## src/rtl/intr_hub_pkg.sv

```systemverilog
package intr_hub_pkg;
  localparam int unsigned NSRC   = 32;
  localparam int unsigned ADDR_W = 4;
  localparam logic [ADDR_W-1:0] OFS_STAT  = 4'h0;
  localparam logic [ADDR_W-1:0] OFS_EN    = 4'h2;
  localparam logic [ADDR_W-1:0] OFS_CRIT  = 4'h3;
  localparam logic [ADDR_W-1:0] OFS_POL   = 4'h4;
  localparam logic [ADDR_W-1:0] OFS_TRIG  = 4'h5;
  localparam logic [ADDR_W-1:0] OFS_MSTAT = 4'h6;
endpackage

```

## src/rtl/intr_hub_cond.sv

```systemverilog
module intr_hub_cond #(
  parameter int unsigned SYNC_STAGES = 2
) (
  input  logic clk_i,
  input  logic rst_ni,
  input  logic raw_i,
  input  logic pol_i,
  output logic act_o,
  output logic edge_o
);
  localparam int unsigned MSB = SYNC_STAGES - 1;

  logic [SYNC_STAGES-1:0] sync_q;
  logic                   prev_q;

  // idle-high reset matches the active-low default sense
  always_ff @(posedge clk_i or negedge rst_ni) begin
    if (!rst_ni) sync_q <= '1;
    else         sync_q <= {sync_q[SYNC_STAGES-2:0], raw_i};
  end

  assign act_o = pol_i ? sync_q[MSB] : ~sync_q[MSB];

  always_ff @(posedge clk_i or negedge rst_ni) begin
    if (!rst_ni) prev_q <= 1'b0;
    else         prev_q <= act_o;
  end

  assign edge_o = act_o & ~prev_q;
endmodule

```

## src/rtl/intr_hub_regs.sv

```systemverilog
module intr_hub_regs
  import intr_hub_pkg::*;
#(
  parameter int unsigned N  = NSRC,
  parameter int unsigned AW = ADDR_W
) (
  input  logic          clk_i,
  input  logic          rst_ni,
  input  logic [AW-1:0] addr_i,
  input  logic          wr_en_i,
  input  logic [N-1:0]  wdata_i,
  input  logic [N-1:0]  stat_i,
  output logic [N-1:0]  en_o,
  output logic [N-1:0]  crit_o,
  output logic [N-1:0]  pol_o,
  output logic [N-1:0]  trig_o,
  output logic [N-1:0]  clr_o,
  output logic [N-1:0]  rdata_o
);
  always_ff @(posedge clk_i or negedge rst_ni) begin
    if (!rst_ni) begin
      en_o   <= '0;
      crit_o <= '0;
      pol_o  <= '0;
      trig_o <= '0;
    end else if (wr_en_i) begin
      case (addr_i)
        OFS_EN:   en_o   <= wdata_i;
        OFS_CRIT: crit_o <= wdata_i;
        OFS_POL:  pol_o  <= wdata_i;
        OFS_TRIG: trig_o <= wdata_i;
        default:  ;
      endcase
    end
  end

  assign clr_o = (wr_en_i && addr_i == OFS_STAT) ? wdata_i : '0;

  always_comb begin
    case (addr_i)
      OFS_STAT:  rdata_o = stat_i;
      OFS_EN:    rdata_o = en_o;
      OFS_CRIT:  rdata_o = crit_o;
      OFS_POL:   rdata_o = pol_o;
      OFS_TRIG:  rdata_o = trig_o;
      OFS_MSTAT: rdata_o = stat_i & en_o;
      default:   rdata_o = '0;
    endcase
  end
endmodule

```

## src/rtl/intr_hub_out.sv

```systemverilog
module intr_hub_out #(
  parameter int unsigned N = 32
) (
  input  logic         clk_i,
  input  logic         rst_ni,
  input  logic [N-1:0] stat_i,
  input  logic [N-1:0] en_i,
  input  logic [N-1:0] crit_i,
  output logic         norm_o,
  output logic         crit_o
);
  logic [N-1:0] masked;
  assign masked = stat_i & en_i;

  always_ff @(posedge clk_i or negedge rst_ni) begin
    if (!rst_ni) begin
      norm_o <= 1'b0;
      crit_o <= 1'b0;
    end else begin
      norm_o <= |(masked & ~crit_i);
      crit_o <= |(masked & crit_i);
    end
  end
endmodule

```

## src/rtl/intr_hub.sv

```systemverilog
module intr_hub
  import intr_hub_pkg::*;
#(
  parameter int unsigned N  = NSRC,
  parameter int unsigned AW = ADDR_W
) (
  input  logic          clk_i,
  input  logic          rst_ni,
  input  logic [N-1:0]  irq_i,
  input  logic [AW-1:0] addr_i,
  input  logic          wr_en_i,
  input  logic [N-1:0]  wdata_i,
  output logic [N-1:0]  rdata_o,
  output logic          irq_norm_o,
  output logic          irq_crit_o
);
  logic [N-1:0] en_q, crit_q, pol_q, trig_q, clr_w;
  logic [N-1:0] act_w, edge_w, set_w, stat_q;

  // source n lives at bit N-1-n
  for (genvar n = 0; n < N; n++) begin : g_src
    localparam int unsigned B = N - 1 - n;
    intr_hub_cond #(.SYNC_STAGES(2)) u_cond (
      .clk_i  (clk_i),
      .rst_ni (rst_ni),
      .raw_i  (irq_i[n]),
      .pol_i  (pol_q[B]),
      .act_o  (act_w[B]),
      .edge_o (edge_w[B])
    );
  end

  assign set_w = (trig_q & edge_w) | (~trig_q & act_w);

  // set dominates clear: an active level re-latches
  always_ff @(posedge clk_i or negedge rst_ni) begin
    if (!rst_ni) stat_q <= '0;
    else         stat_q <= (stat_q & ~clr_w) | set_w;
  end

  intr_hub_regs #(.N(N), .AW(AW)) u_regs (
    .clk_i   (clk_i),
    .rst_ni  (rst_ni),
    .addr_i  (addr_i),
    .wr_en_i (wr_en_i),
    .wdata_i (wdata_i),
    .stat_i  (stat_q),
    .en_o    (en_q),
    .crit_o  (crit_q),
    .pol_o   (pol_q),
    .trig_o  (trig_q),
    .clr_o   (clr_w),
    .rdata_o (rdata_o)
  );

  intr_hub_out #(.N(N)) u_out (
    .clk_i  (clk_i),
    .rst_ni (rst_ni),
    .stat_i (stat_q),
    .en_i   (en_q),
    .crit_i (crit_q),
    .norm_o (irq_norm_o),
    .crit_o (irq_crit_o)
  );
endmodule

```

## config.mk

```make
export PLATFORM = sky130hd
export DESIGN_NAME = intr_hub
export DESIGN_NICKNAME = d
export VERILOG_FILES = /design/src/rtl/intr_hub_pkg.sv /design/src/rtl/intr_hub_cond.sv /design/src/rtl/intr_hub_regs.sv /design/src/rtl/intr_hub_out.sv /design/src/rtl/intr_hub.sv
export SDC_FILE = /design/constraint.sdc
export NUM_CORES = 1
export LEC_CHECK = 0
export ABC_CLOCK_PERIOD_IN_PS = 1500
export BUFFER_PORTS_ARGS = -buffer_cell sky130_fd_sc_hd__buf_2
export CAP_MARGIN = 5
export CORE_MARGIN = 2
export CORE_UTILIZATION = 45
export CTS_BUF_LIST = sky130_fd_sc_hd__clkbuf_2 sky130_fd_sc_hd__clkbuf_4 sky130_fd_sc_hd__clkbuf_8
export CTS_CLUSTER_SIZE = 8
export DETAILED_ROUTE_END_ITERATION = 6
export PLACE_DENSITY = 0.73
export SYNTH_ARGS = -nofsm -noshare
export SYNTH_HDL_FRONTEND = slang
export SYNTH_SLANG_ARGS = --single-unit
```

## constraint.sdc

```tcl
create_clock -name clk_i -period 1.5 [get_ports clk_i]
set_clock_uncertainty 0.2 [all_clocks]
set_input_delay 0.225 -clock clk_i [delete_from_list [all_inputs] [get_ports clk_i]]
set_output_delay 0.225 -clock clk_i [all_outputs]
set_load 0.1 [all_outputs]
```

* Yosys cells after proc, flatten, opt, wreduce, memory -nomap -nowiden
Cells that the tools add are included.
** Word-level totals
- Bits in registers :: 258
- Bits of input ports :: 71
- Output and inout bits :: 34
- Word-level logic and storage cells :: 225
** Operators by class
- Bitwise gates (word level) :: 107
- Multiplexer cells :: 34
- Equality and inequality tests :: 5
- Reduce and logical (&&, ||, !) cells :: 8
** Operator list (count)
- $and A32 B32 Y32 :: 6
- $pmux W32 S6 :: 1
- $not A32 Y32 :: 3
- $not A1 Y1 :: 64
- $or A32 B32 Y32 :: 2
- $reduce_or A32 Y1 :: 2
- $and A1 B1 Y1 :: 32
- $mux W1 :: 32
- $mux W32 :: 1
- $eq A4 B3 Y1 const B :: 3
- $eq A4 B2 Y1 const B :: 2
- $reduce_and A2 Y1 :: 4
- $logic_not A4 Y1 :: 1
- $logic_and A1 B1 Y1 :: 1

* Longest topological paths before layout
- Depth after elaboration :: 6
- Depth in mapped cells :: 6
- Depth with buffers taken out :: 4

* Hierarchy
From an unflattened synthesis, not the netlist that was laid out.
** Unflattened totals
- Cells, all modules :: 900
- Area total of the unflattened synthesis :: 11467.2 µm²
** By module, submodules not included
- intr_hub_regs :: area an instance 6488.7 µm², seq. area each 3203.1 µm², cells an instance 515, times used 1
- intr_hub_cond :: area an instance 95.1 µm², seq. area each 77.6 µm², cells an instance 5, times used 32
- intr_hub :: area an instance 1401.3 µm², seq. area each 800.8 µm², cells an instance 128, times used 1
- intr_hub_out :: area an instance 534.3 µm², seq. area each 50.0 µm², cells an instance 97, times used 1

* Worst setup path before layout
Ideal clock, no wire load.
- Path type :: input -> output
- Start point :: input addr_i[0]
- End point :: output rdata_o[11]
- Setup slack :: -1.342 ns
- Data required time :: 1.075 ns
- Path buffers :: 1
- Data arrival time :: 2.417 ns
- Cell stages on the path :: 4
- Cell sequence :: nor4b_4 -> clkbuf_1 -> a21oi_1 -> o211ai_1
** On the way
- Cells in the longest elaborated chain, start to end :: 2
- Elaborated cells between the ends (all ways) :: 7
- Those cells by class :: eq/ne: 5; mux: 1; reduce/logical: 1
** Ends and longest elaborated chain
- start, declared :: RTL line intr_hub.sv:10 : input logic [AW-1:0] addr_i,
- $eq A4 B3 Y1 (tied with other cells) :: RTL line intr_hub_regs.sv:40 : case (addr_i)
- $pmux W32 S6 (*) :: RTL line intr_hub_regs.sv:40
- end, declared :: RTL line intr_hub.sv:13 : output logic [N-1:0] rdata_o,
Every way passes the cells marked *; elsewhere a longest branch is shown, timed or not.

* Final worst setup path
- Start point :: input addr_i[0]
- End point :: output rdata_o[29]
The elaborated chain is that of the path after synthesis.

==> key figures <==
Synth
  • Synth Area in XOR/XNOR: 2.655%
  • Mapped Cells: 817
  • Top-area cell type share of the netlist area: 45.99%
  • Sequential fraction of the synthesis area: 61.92%
  • Mapped Nets: 888
  • Largest family of logic cells by synthesized area: multiplexers
  • Area contributors post-synth: dfrtp_1 46%, dfstp_2 16%, mux2_1 14%
  • Adder-cell share of the synthesized area: 0%
  • Library cells used by synthesis: 27
  • Synth warn: 0
  • Synth Area in Compound Gates: 10.44%
  • Synth area leader: dfrtp_1
  • Mux contribution to synthesized area: 13.65%
  • Netlist Area Pre-Place: 0.01056 mm²
  • Flops & latches, synth: 258
  • Syn avg cell area: 12.92 µm²
  • Post-synthesis simple-gate area fraction: 9.636%

Drt
  • Vias/cell: 5.487
  • Drt wl/cell: 20.56 µm
  • Final WL: 30.62 mm
  • Drt drc: 0
  • 1st-iter DRT viols: 496
  • Vias: 8170
  • DRT Pass-1 Iters: 7
  • Final ANT Viol Nets: 0

Global route
  • Largest net degree at the start of global routing: 62
  • Global-route wire length before repair: 47.91 mm
  • GR Util All Layers: 25.19%
  • Initial antenna violation count: 0
  • Grt ovf: 0
  • Vias in the first global route: 8802

Worst setup path
  • Crit-path max cell delay: 0.37 ns
  • CP startpoint kind: input pin
  • Cells along the critical path: buf_12, nor4bb_4, buf_6, buf_8, a21o_1, nand2_2, nand3_4, buf_12
  • Critical setup path kind: input pin to output port
  • RR Endpoint: u_out.crit_o
  • Most repeated library cell on the critical path: buf_12
  • Worst r2r path cells: 6
  • CP required: 1.07 ns
  • Crit-path slowest cell: nor4bb_4
  • Critical Path AT: 1.56 ns
  • Reg2reg setup slack: -0.19 ns
  • R2R Path Start: u_regs.crit_o[2]
  • Max Fanout on Critical Path: 6
  • CP endpoint kind: output port

Timing
  • Max-slew violation count: 0
  • Max-slew headroom: 75.24%
  • Unrepaired setup endpoints after global routing: true
  • Tcrit/Tclk final: 132.7%
  • Final setup fails: 36
  • Min Tclk post-route: 1.990 ns
  • Fin. Hold Viols: 13
  • Final Hold Slack: -0.04012 ns
  • Final setup margin: -0.4898 ns
  • Fmax: 0.5026 GHz
  • Actual slew at the worst max-slew pin: 0.3698 ns

Clock tree
  • Hold_buf cts: 66
  • Clk buf depth: 3
  • Latest clock arrival within the worst-skew pair: 0.55 ns
  • H-tree levels: 2
  • TritonCTS clock tree: built
  • Root cell of the clock tree: clkbuf_8
  • Sink Count: 258
  • TritonCTS buffer count: 44
  • CTS clk-pin slew, worst paths: 0.06 ns

Placed design
  • Port Buffers: 104
  • Post-place instance area: 0.01348 mm²
  • GPL Wtd Cong: 0.8514
  • DP Cell Count: 1294
  • DP HPWL: 18.79 mm

Power
  • VDD IR max: 783.4 µV
  • Static Leakage: 7.252 nW
  • Design Power: 21.02 mW
  • Cell area power density: 1311 mW/mm²

Cells and area
  • Design Area, Final: 0.01602 mm²
  • Area Growth Syn to Fin: 51.80%
  • Fin util: 68.88%
  • Share of cells above drive strength 1: 48.63%
  • NumNets Final: 1205
  • Fill cells: 1495
  • Sequential cell area: 0.006544 mm²
  • Area of the multi-input gates: 0.004862 mm²
  • Fin cells: 1489
  • # diodes: 0

Hold path
  • Hold Path Class: input pin to async pin

Floorplanning
  • Cell row count: 56
  • # IOs: 105
  • Core area: 0.02326 mm²
  • Die Width: 157.2 µm
  • Initial Utilization: 45.38%
  • Die area: 0.02470 mm²
  • Chip height: 157.2 µm

Outcome
  • Status: finished with violations
  • Failing checks: negative hold slack, negative setup slack

Run
  • Max cap viols: 0
## cells in the final DEF, fill, tap and decap left out, drive strengths merged, types with 9 or more instances in the layout
master,n
nand4,9
buf,240
dlygate4sd3,65
dfrtp,194
dfstp,64
a22oi,64
a22o,32
a21o,31
xnor2,32
mux2,128
o22ai,14
clkbuf,80
nand2,130
nand3,63
## stage by stage
stage / setup TNS (ns) / setup WS [ns]
floorplan: -15.80 / -1.254
detailed placement: -81.97 / -0.5355
global placement: -78.22 / -0.5196
finish: -15.08 / -0.4898
CTS: -18.30 / -0.5099
global route: -16.85 / -0.5591
## synth_stat cells
| cell | instances |
|---|---|
| o22ai_1 | 14 |
| nand2_1 | 130 |
| nor4bb_1 | 1 |
| inv_1 | 1 |
| mux2_1 | 128 |
| nand3_1 | 63 |
| nor3_1 | 1 |
| nor3_2 | 1 |
| o211ai_1 | 1 |
| nor4_2 | 1 |
| and4bb_1 | 1 |
| buf_4 | 6 |
| a21o_1 | 31 |
| xnor2_1 | 32 |
| nand4_1 | 9 |
| nor4_1 | 5 |
| buf_2 | 14 |
| a22o_1 | 32 |
| dfstp_2 | 64 |
| nand3b_1 | 3 |
| o2111ai_1 | 1 |
| nor4b_4 | 2 |
| and2_1 | 1 |
| a22oi_1 | 64 |
| a21oi_1 | 1 |
| clkbuf_1 | 16 |
| dfrtp_1 | 194 |
## routing by layer
metal / vias up / share of wire, % / track usage (%)
met4: 0 / 4.1 / 11.86
met5: - / 0 / 0
met3: 97 / 5.1 / 4.130
met2: 295 / 49 / 41.42
li1: 3618 / - / -
met1: 4160 / 41 / 32.74
## worst max-delay path by stage
stage                   to             from  cells after the start  slack [ns]
2_1_floorplan  rdata_o[11]        addr_i[2]                      4       -1.25
3_3_place_gp   rdata_o[12]        addr_i[0]                      8       -0.52
3_5_place_dp   rdata_o[28]        addr_i[0]                      8       -0.54
4_1_cts        rdata_o[18]  u_regs.en_o[18]                      5       -0.51
5_1_grt        rdata_o[22]  u_regs.en_o[22]                      5       -0.56
6_report       rdata_o[29]        addr_i[0]                      8       -0.49
## worst max-delay path, delay by kind of cell
kind	cells	cell delay (ns)
AO/OA/AOI/OAI	1	0.14
buffers and inverters	4	0.63
AND/OR/NAND/NOR	3	0.57
## state kept, by name, indices dropped and copies added, names as in the netlist
name                 cells
u_out.crit_o             1
g_src.u_cond.prev_q     32
u_regs.en_o             32
g_src.u_cond.sync_q     64
u_regs.pol_o            32
u_out.norm_o             1
u_regs.crit_o           32
u_regs.trig_o           32
stat_q                  32
## cell families after synthesis
group                  Yosys count
AND/OR/NAND/NOR                218
flip-flops                     258
buffers and inverters           37
AO/OA/AOI/OAI                  144
XOR/XNOR                        32
multiplexers                   128
## power by group
part | leakage (nW) | switching [mW] | internal [mW]
clock | 0.515 | 2.79 | 3.85
combinational | 3.83 | 2.51 | 2.55
sequential | 2.91 | 1.12 | 8.21
## cell type report
class,count,share of cell area [%]
Inverter,1,0.02342
Sequential cell,258,40.84
Tap cell,319,2.491
Clock inverter,4,0.1484
Multi-Input combinational cell,522,30.34
Clock buffer,78,5.762
Timing Repair Buffer,307,20.40
## what timing repair did
action | in CTS | in global routing
endpoints found under the setup margin | 36 | 49
pin swaps | 31 | 37
hold endpoints to repair | 447 | 13
gates cloned | 1 | 2
setup buffers | 39 | 9
resized for setup | 120 | 17
No activity file was read; power rests on OpenSTA's default activity.
